<file path="src/rtl/brres_pkg.sv">
package brres_pkg;
   localparam logic [6:0] OPC_BRANCH = 7'b1100011;
   localparam int unsigned OFF_W = 13;

   typedef enum logic [2:0] {
      CC_EQ   = 3'b000,
      CC_NE   = 3'b001,
      CC_RSV2 = 3'b010,
      CC_RSV3 = 3'b011,
      CC_LT   = 3'b100,
      CC_GE   = 3'b101,
      CC_LTU  = 3'b110,
      CC_GEU  = 3'b111
   } br_cc_e;

   typedef struct packed {
      logic valid;
      logic taken;
      logic cond;
      logic illegal;
      logic misalign;
   } br_flags_t;
endpackage

</file>
<file path="src/rtl/brres_offgen.sv">
module brres_offgen
   import brres_pkg::*;
#(
   parameter int unsigned XLEN = 32
) (
   input  logic [6:0]      hi_bits,   // instruction bits 31:25
   input  logic [4:0]      lo_bits,   // instruction bits 11:7
   output logic [XLEN-1:0] offset
);
   localparam int unsigned EXT_W = XLEN - OFF_W;

   logic [OFF_W-1:0] raw;

   always_comb begin
      raw[12]   = hi_bits[6];
      raw[11]   = lo_bits[0];
      raw[10:5] = hi_bits[5:0];
      raw[4:1]  = lo_bits[4:1];
      raw[0]    = 1'b0;
   end

   assign offset = {{EXT_W{raw[OFF_W-1]}}, raw};
endmodule

</file>
<file path="src/rtl/brres_cmp.sv">
module brres_cmp
   import brres_pkg::*;
#(
   parameter int unsigned XLEN       = 32,
   parameter bit          CMP_SHARED = 1'b0
) (
   input  logic [XLEN-1:0] op_a,
   input  logic [XLEN-1:0] op_b,
   input  logic [2:0]      cc,
   output logic            cond,
   output logic            bad_cc
);
   localparam int unsigned MSB = XLEN - 1;

   logic is_eq, is_lt_s, is_lt_u;

   assign is_eq = (op_a == op_b);

   generate
      if (CMP_SHARED) begin : g_shared
         logic [XLEN:0] diff;
         assign diff    = {1'b0, op_a} - {1'b0, op_b};
         assign is_lt_u = diff[XLEN];
         assign is_lt_s = (op_a[MSB] ^ op_b[MSB]) ? op_a[MSB] : diff[XLEN];
      end else begin : g_split
         assign is_lt_u = (op_a < op_b);
         assign is_lt_s = ($signed(op_a) < $signed(op_b));
         always_comb begin
            if (op_a[MSB] == op_b[MSB])
               AST_SIGN_AGREE: assert (is_lt_s == is_lt_u);
         end
      end
   endgenerate

   always_comb begin
      cond   = 1'b0;
      bad_cc = 1'b0;
      unique case (br_cc_e'(cc))
         CC_EQ:   cond = is_eq;
         CC_NE:   cond = !is_eq;
         CC_LT:   cond = is_lt_s;
         CC_GE:   cond = !is_lt_s;
         CC_LTU:  cond = is_lt_u;
         CC_GEU:  cond = !is_lt_u;
         CC_RSV2,
         CC_RSV3: bad_cc = 1'b1;
      endcase
   end
endmodule

</file>
<file path="src/rtl/brres_target.sv">
module brres_target #(
   parameter int unsigned XLEN      = 32,
   parameter bit          ALLOW_C   = 1'b0,
   parameter int unsigned INST_BYTES = 4
) (
   input  logic [XLEN-1:0] pc,
   input  logic [XLEN-1:0] offset,
   input  logic            take,
   output logic [XLEN-1:0] target,
   output logic [XLEN-1:0] next_pc,
   output logic            misalign
);
   logic [XLEN-1:0] fall;

   assign target  = pc + offset;
   assign fall    = pc + XLEN'(INST_BYTES);
   assign next_pc = take ? target : fall;

   generate
      if (ALLOW_C) begin : g_half_ok
         assign misalign = 1'b0;
      end else begin : g_word_only
         assign misalign = take & target[1];
      end
   endgenerate
endmodule

</file>
<file path="src/rtl/brres_unit.sv">
module brres_unit
   import brres_pkg::*;
#(
   parameter int unsigned XLEN       = 32,
   parameter bit          CMP_SHARED = 1'b0,
   parameter bit          ALLOW_C    = 1'b0,
   parameter bit          REG_OUT    = 1'b1
) (
   input  logic            clk,
   input  logic            rst_n,
   input  logic            br_valid,
   input  logic [31:0]     pc_in,
   input  logic [31:0]     inst_in,
   input  logic [31:0]     rs1_val,
   input  logic [31:0]     rs2_val,
   output logic            taken_o,
   output logic            cond_o,
   output logic            illegal_o,
   output logic            misalign_o,
   output logic            out_valid_o,
   output logic [31:0]     target_o,
   output logic [31:0]     next_pc_o
);
   initial begin
      AST_PARAM_XLEN: assert (XLEN == 32) else $error("XLEN must be 32");
   end

   logic [XLEN-1:0] offset, target, next_pc;
   logic            cond, bad_cc, is_branch, take, illegal, misalign;
   logic            unused_fields;
   br_flags_t       flags;

   assign unused_fields = ^inst_in[24:15];
   assign is_branch     = br_valid && (inst_in[6:0] == OPC_BRANCH);

   brres_offgen #(.XLEN(XLEN)) u_off (
      .hi_bits (inst_in[31:25]),
      .lo_bits (inst_in[11:7]),
      .offset  (offset)
   );

   brres_cmp #(.XLEN(XLEN), .CMP_SHARED(CMP_SHARED)) u_cmp (
      .op_a   (rs1_val),
      .op_b   (rs2_val),
      .cc     (inst_in[14:12]),
      .cond   (cond),
      .bad_cc (bad_cc)
   );

   assign illegal = is_branch && bad_cc;
   assign take    = is_branch && !bad_cc && cond;

   brres_target #(.XLEN(XLEN), .ALLOW_C(ALLOW_C)) u_tgt (
      .pc       (pc_in),
      .offset   (offset),
      .take     (take),
      .target   (target),
      .next_pc  (next_pc),
      .misalign (misalign)
   );

   always_comb begin
      flags.valid    = br_valid;
      flags.taken    = take;
      flags.cond     = cond;
      flags.illegal  = illegal;
      flags.misalign = misalign;
   end

   generate
      if (REG_OUT) begin : g_reg
         br_flags_t       flags_q;
         logic [XLEN-1:0] target_q, next_q;
         always_ff @(posedge clk or negedge rst_n) begin
            if (!rst_n) begin
               flags_q  <= '0;
               target_q <= '0;
               next_q   <= '0;
            end else begin
               flags_q  <= flags;
               target_q <= target;
               next_q   <= next_pc;
            end
         end
         assign out_valid_o = flags_q.valid;
         assign taken_o     = flags_q.taken;
         assign cond_o      = flags_q.cond;
         assign illegal_o   = flags_q.illegal;
         assign misalign_o  = flags_q.misalign;
         assign target_o    = target_q;
         assign next_pc_o   = next_q;

         AST_FALLTHROUGH: assert property (@(posedge clk) disable iff (!rst_n)
            (out_valid_o && !taken_o) |-> (next_pc_o == $past(pc_in) + 32'd4));
      end else begin : g_comb
         assign out_valid_o = flags.valid;
         assign taken_o     = flags.taken;
         assign cond_o      = flags.cond;
         assign illegal_o   = flags.illegal;
         assign misalign_o  = flags.misalign;
         assign target_o    = target;
         assign next_pc_o   = next_pc;
      end
   endgenerate

   AST_TAKEN_SELECTS_TARGET: assert property (@(posedge clk) disable iff (!rst_n)
      taken_o |-> (next_pc_o == target_o));
   AST_TAKEN_NEEDS_COND: assert property (@(posedge clk) disable iff (!rst_n)
      taken_o |-> cond_o);
   AST_ILLEGAL_NEVER_TAKEN: assert property (@(posedge clk) disable iff (!rst_n)
      illegal_o |-> !taken_o);
   AST_IDLE_QUIET: assert property (@(posedge clk) disable iff (!rst_n)
      !out_valid_o |-> (!taken_o && !illegal_o));
   AST_MISALIGN_NEEDS_TAKEN: assert property (@(posedge clk) disable iff (!rst_n)
      misalign_o |-> (taken_o && target_o[1]));
endmodule

</file>
<file path="config.mk">
export PLATFORM = sky130hd
export DESIGN_NAME = brres_unit
export DESIGN_NICKNAME = d
export VERILOG_FILES = /design/src/rtl/brres_pkg.sv /design/src/rtl/brres_offgen.sv /design/src/rtl/brres_cmp.sv /design/src/rtl/brres_target.sv /design/src/rtl/brres_unit.sv
export SDC_FILE = /design/constraint.sdc
export NUM_CORES = 1
export LEC_CHECK = 0
export ABC_AREA = 1
export BUFFER_PORTS_ARGS = -buffer_cell sky130_fd_sc_hd__buf_2
export CORE_MARGIN = 2
export CORE_UTILIZATION = 45
export CTS_BUF_LIST = sky130_fd_sc_hd__clkbuf_2 sky130_fd_sc_hd__clkbuf_4 sky130_fd_sc_hd__clkbuf_8
export DETAILED_ROUTE_END_ITERATION = 16
export PLACE_DENSITY_LB_ADDON = 0.05
export SYNTH_ARGS = -nofsm -noshare
export SYNTH_HDL_FRONTEND = slang
export SYNTH_SLANG_ARGS = --single-unit
</file>
<file path="constraint.sdc">
create_clock -name clk -period 0.8 [get_ports clk]
set_clock_uncertainty 0.2 [all_clocks]
set_input_delay 0.08 -clock clk [delete_from_list [all_inputs] [get_ports clk]]
set_output_delay 0.08 -clock clk [all_outputs]
set_load 0.05 [all_outputs]
</file>
==> impl_metrics.toml, run 1 <==
[run_status]
status = "stopped before the end"
lastStage = "5_1_grt"
tool.error = "[ERROR GRT-0232] Routing congestion too high. Check the congestion heatmap in the GUI."

[die]
io-pin-count = 200
rows = 41
start_util_pct = 45.52
fp.dieH_um = 116.3
fp.dieW_um = 116.3

[synthesis]
yosys.area.top_type = "dfrtp_1"
synthDistinctLibCells = 38
synth_edf_count = 0
synth_compound_area_share_pct = 8.247
synthesis.area_mm2 = 0.005674
synthFlopType = "dfrtp_1"
synth_top_family_by_area = "simple AND/OR/NAND/NOR gates"
muxShareOfSynthArea_pct = 0
synthArstFlopShare_pct = 100.0
ys_seq_area_share_pct = 29.99
synth_top_cells_by_area = "dfrtp_1, nand2_1, ha_1"
synth_adder_area_share_pct = 14.24
netlist_instances = 795
yosysMostFrequentCell = "nand2_1"
ys_ff_latch = 68
yosys.area_share.xor_xnor_pct = 8.026
synth_common_cells = "nand2_1, inv_1, nor2_1"
synth_nets = 990
synth-simple-area-share_pct = 31.62
ys_warn_count = 0
yosys.area.top_type_share_pct = 29.99
synth.avg_cell_area_um2 = 7.137

[placement]
io_buffers = 189
dp_hpwl_um = 15530
place_area_mm2 = 0.009092
gp_congestion = 0.9279
dp.cells = 1342

[clock_tree]
cts-root-buf = "clkbuf_8"
cts.sinks = 68
cts-buffers-inserted = 9
cts_buffer_depth = 2
htreeDepth = 3

[global_route]
grt_overflow = 1393
grt_usage_pct = 100.1
grt_max_degree = 47

[sta]
worstEpCategory = "sequential cell input"
postGrtWorstEndpoint = "next_pc_o[14]$_DFF_PN0_/D"
kinds of logic after synthesis:
logic type	after synthesis
and+or+nand+nor	417
DFF	68
AOI/OAI and AO/OA	82
buffers and inverters	112
xor gates and xnor gates	52
adders and majority gates	64
through the flow:
stage	setup slack (ps)	setup TNS (ps)
after floorplan	-1021	-54230
after global placement	-1545	-87630
after detailed placement	-1572	-88960
after CTS	-1037	-83240
layer usage:
| metal | GRT overflow | track usage [%] |
|---|---|---|
| met1 | 12 | 85.71 |
| met2 | 1006 | 137.3 |
| met3 | 9 | 66.58 |
| met4 | 366 | 125.0 |
| met5 | 0 | 28.15 |
timing repair:
item / 4_1_cts
cloned: 7
setup endpoints to repair: 134
resized for setup: 370
buffers inserted: 31
hold buffers: 2
hold endpoints to repair: 85
pin swaps: 103
==> run 2: changes to the inputs <==
CORE_UTILIZATION = 30   (was 45)
CTS_BUF_LIST = unset   (was sky130_fd_sc_hd__clkbuf_2 sky130_fd_sc_hd__clkbuf_4 sky130_fd_sc_hd__clkbuf_8)
PLACE_DENSITY_LB_ADDON = 0.15   (was 0.05)
clock period = 1 ns   (was 0.8 ns; I/O delays follow)
==> impl_metrics.toml, run 2 <==
[setup_path]
crit_path_end_kind = "register"
start_kind = "input port"
worstPathArrival_ps = 1910
worstPathMaxFanout = 6
crit_type = "in2reg"
critPathRequiredTime_ps = 1070

[sta]
tightestPinTransition_ps = 448.7
setup_viol = 132
max-slew-margin-rel_pct = 70.09
rsz0062_at_grt = "yes"
fin_hold_ws_ps = -186.2
timing.fmax_mhz = 543.4
fin_ws_ps = -840.3
period_needed_ps = 1840
hold_viol = 6
slew_violations = 0
fin_crit_sh_pct = 184.0

[placement]
dp_hpwl_um = 17960
io_buffers = 189
gp_congestion = 0.9489
dp.cells = 1426

[clock_tree]
htreeDepth = 3
cts-buffers-inserted = 9
cts.sinks = 68
cts_buffer_depth = 2
cts-root-buf = "clkbuf_16"
cts_tree = "yes"
clk_pin_slew_worst_paths_ps = 60
cts_hold_buf = 5

[cells_and_area]
layout_common_cells = "buf_4, nand2_1, buf_6, buf_2, dfrtp_1"
drive_gt1_share_pct = 63.67
nets = 1434
largest_register_ffs = 32
final_util_pct = 65.40
final_cells = 1480
final_common_cell = "buf_4"
area_growth_pct = 114.9
fill_cells = 1496

[synthesis]
yosysMostFrequentCell = "nand2_1"
yosys.area.top_type_share_pct = 29.99
ys_seq_area_share_pct = 29.99
synth_edf_count = 0
synth_top_cells_by_area = "dfrtp_1, nand2_1, ha_1"
yosys.area.top_type = "dfrtp_1"
synthArstFlopShare_pct = 100.0
synthesis.area_mm2 = 0.005674
synthFlopType = "dfrtp_1"
synth_common_cells = "nand2_1, inv_1, nor2_1"
synthDistinctLibCells = 38
netlist_instances = 795
synth.avg_cell_area_um2 = 7.137
ys_ff_latch = 68
ys_warn_count = 0
synth_nets = 990

[min_path]
whs_endpoint = "target_o[1]"
hold_class = "in2reg"
min_from = "pc_in[1]"
hold_path_depth = 2

[routing]
vias = 6929
firstDrtPassIters = 4
drc = 0
wl_um = 23430
ant_nets = 0
viasPerCell = 4.682
drt_iter0_markers = 271
wl_per_cell_um = 15.83

[die]
dieArea_mm2 = 0.02003
io-pin-count = 200
core_area_mm2 = 0.01864
fp.dieH_um = 141.5
rows = 50
start_util_pct = 30.44
fp.dieW_um = 141.5

[global_route]
grt_max_degree = 17
antenna_found_initial = 2
grt_pass1_wl_um = 34480
grt_usage_pct = 22.00
grt_overflow = 0
grt_pass1_vias = 6922

[job]
maxCapViolCount = 0

[pwr]
power_leakage_uw = 0.005763
ir_drop_mv = 0.7854
p_per_area_mw_per_mm2 = 1157

[run_status]
status = "finished, violations left"
violations = "negative hold slack, negative setup slack"
==> run 2: how the worst max path moves through the flow <==
stage	from	end	slack, ps	cells after the start
6_report	inst_in[31]	next_pc_o[22]	-840	11
5_1_grt	rs2_val[17]	next_pc_o[27]	-970	18
4_1_cts	rs2_val[5]	next_pc_o[10]	-880	18
3_3_place_gp	inst_in[31]	next_pc_o[28]	-1340	14
3_5_place_dp	inst_in[31]	next_pc_o[24]	-1310	15
2_1_floorplan	rs2_val[23]	next_pc_o[16]	-840	14
==> run 2: power by group <==
group	total [µW]	switching [µW]	internal (µW)
Sequential	3270	176	3100
Combinational	7860	4240	3610
Clock	2970	1230	1740
==> run 2: area by class of cell <==
class	instances	area, µm²	area share, %
timing repair buffer	439	3754	30.79
clock buffer	10	239.0	1.960
antenna	2	5.005	0.04105
tap	234	292.8	2.401
multi-input combinational	618	5727	46.97
inverter	103	431.7	3.541
clock inverter	6	40.04	0.3284
sequential	68	1703	13.97
==> run 2: repair_timing <==
item | CTS | global route
buffers inserted | 17 | 18
gates cloned | 5 | 2
endpoints found under the setup margin | 131 | 132
gates resized for setup | 336 | 215
pin swaps | 120 | 117
hold endpoints to repair | 76 | 5
==> run 2: per-stage QoR <==
| step | total power [µW] | hold slack (ps) | area (µm²) | TNS, ps | worst slack (ps) |
|---|---|---|---|---|---|
| global placement | 8831 | -144.2 | 9273 | -74760 | -1337 |
| global route | 14740 | -187.9 | 12190 | -64000 | -968.8 |
| detailed placement | 8860 | -134.9 | 9273 | -74960 | -1308 |
| finish | 14100 | -186.2 | 12190 | -56860 | -840.3 |
| CTS | 13300 | -61.42 | 11120 | -58650 | -878.4 |
| floorplan | 6306 | -395.6 | 6446 | -40980 | -841.3 |
==> run 2: cells by family after synthesis <==
logic type               synth area share, %
AND/OR/NAND/NOR                        31.62
XOR/XNOR                               8.027
adder cells (fa/ha/maj)                14.24
buffers and inverters                  7.872
flip-flops                             29.99
AO/OA/AOI/OAI                          8.247
==> run 2: critical path: stages <==
cell and delay (ps):
buf_12 110, buf_12 140, ha_4 240, a21o_1 220, buf_6 130, a31oi_4 190
o21ai_2 80, nand3b_1 250, xor2_2 260, nand3_2 100, nand2_1 70
==> run 2: layer usage <==
metal  track usage [%]  wire, µm  vias up
li1                  -         -     3481
met1             27.10      9647     3246
met2             40.70     12310      171
met3             2.430       999       31
met4             5.947       466        0
met5                 0         0        -
Note: power is estimated with default switching activity, not from simulation.
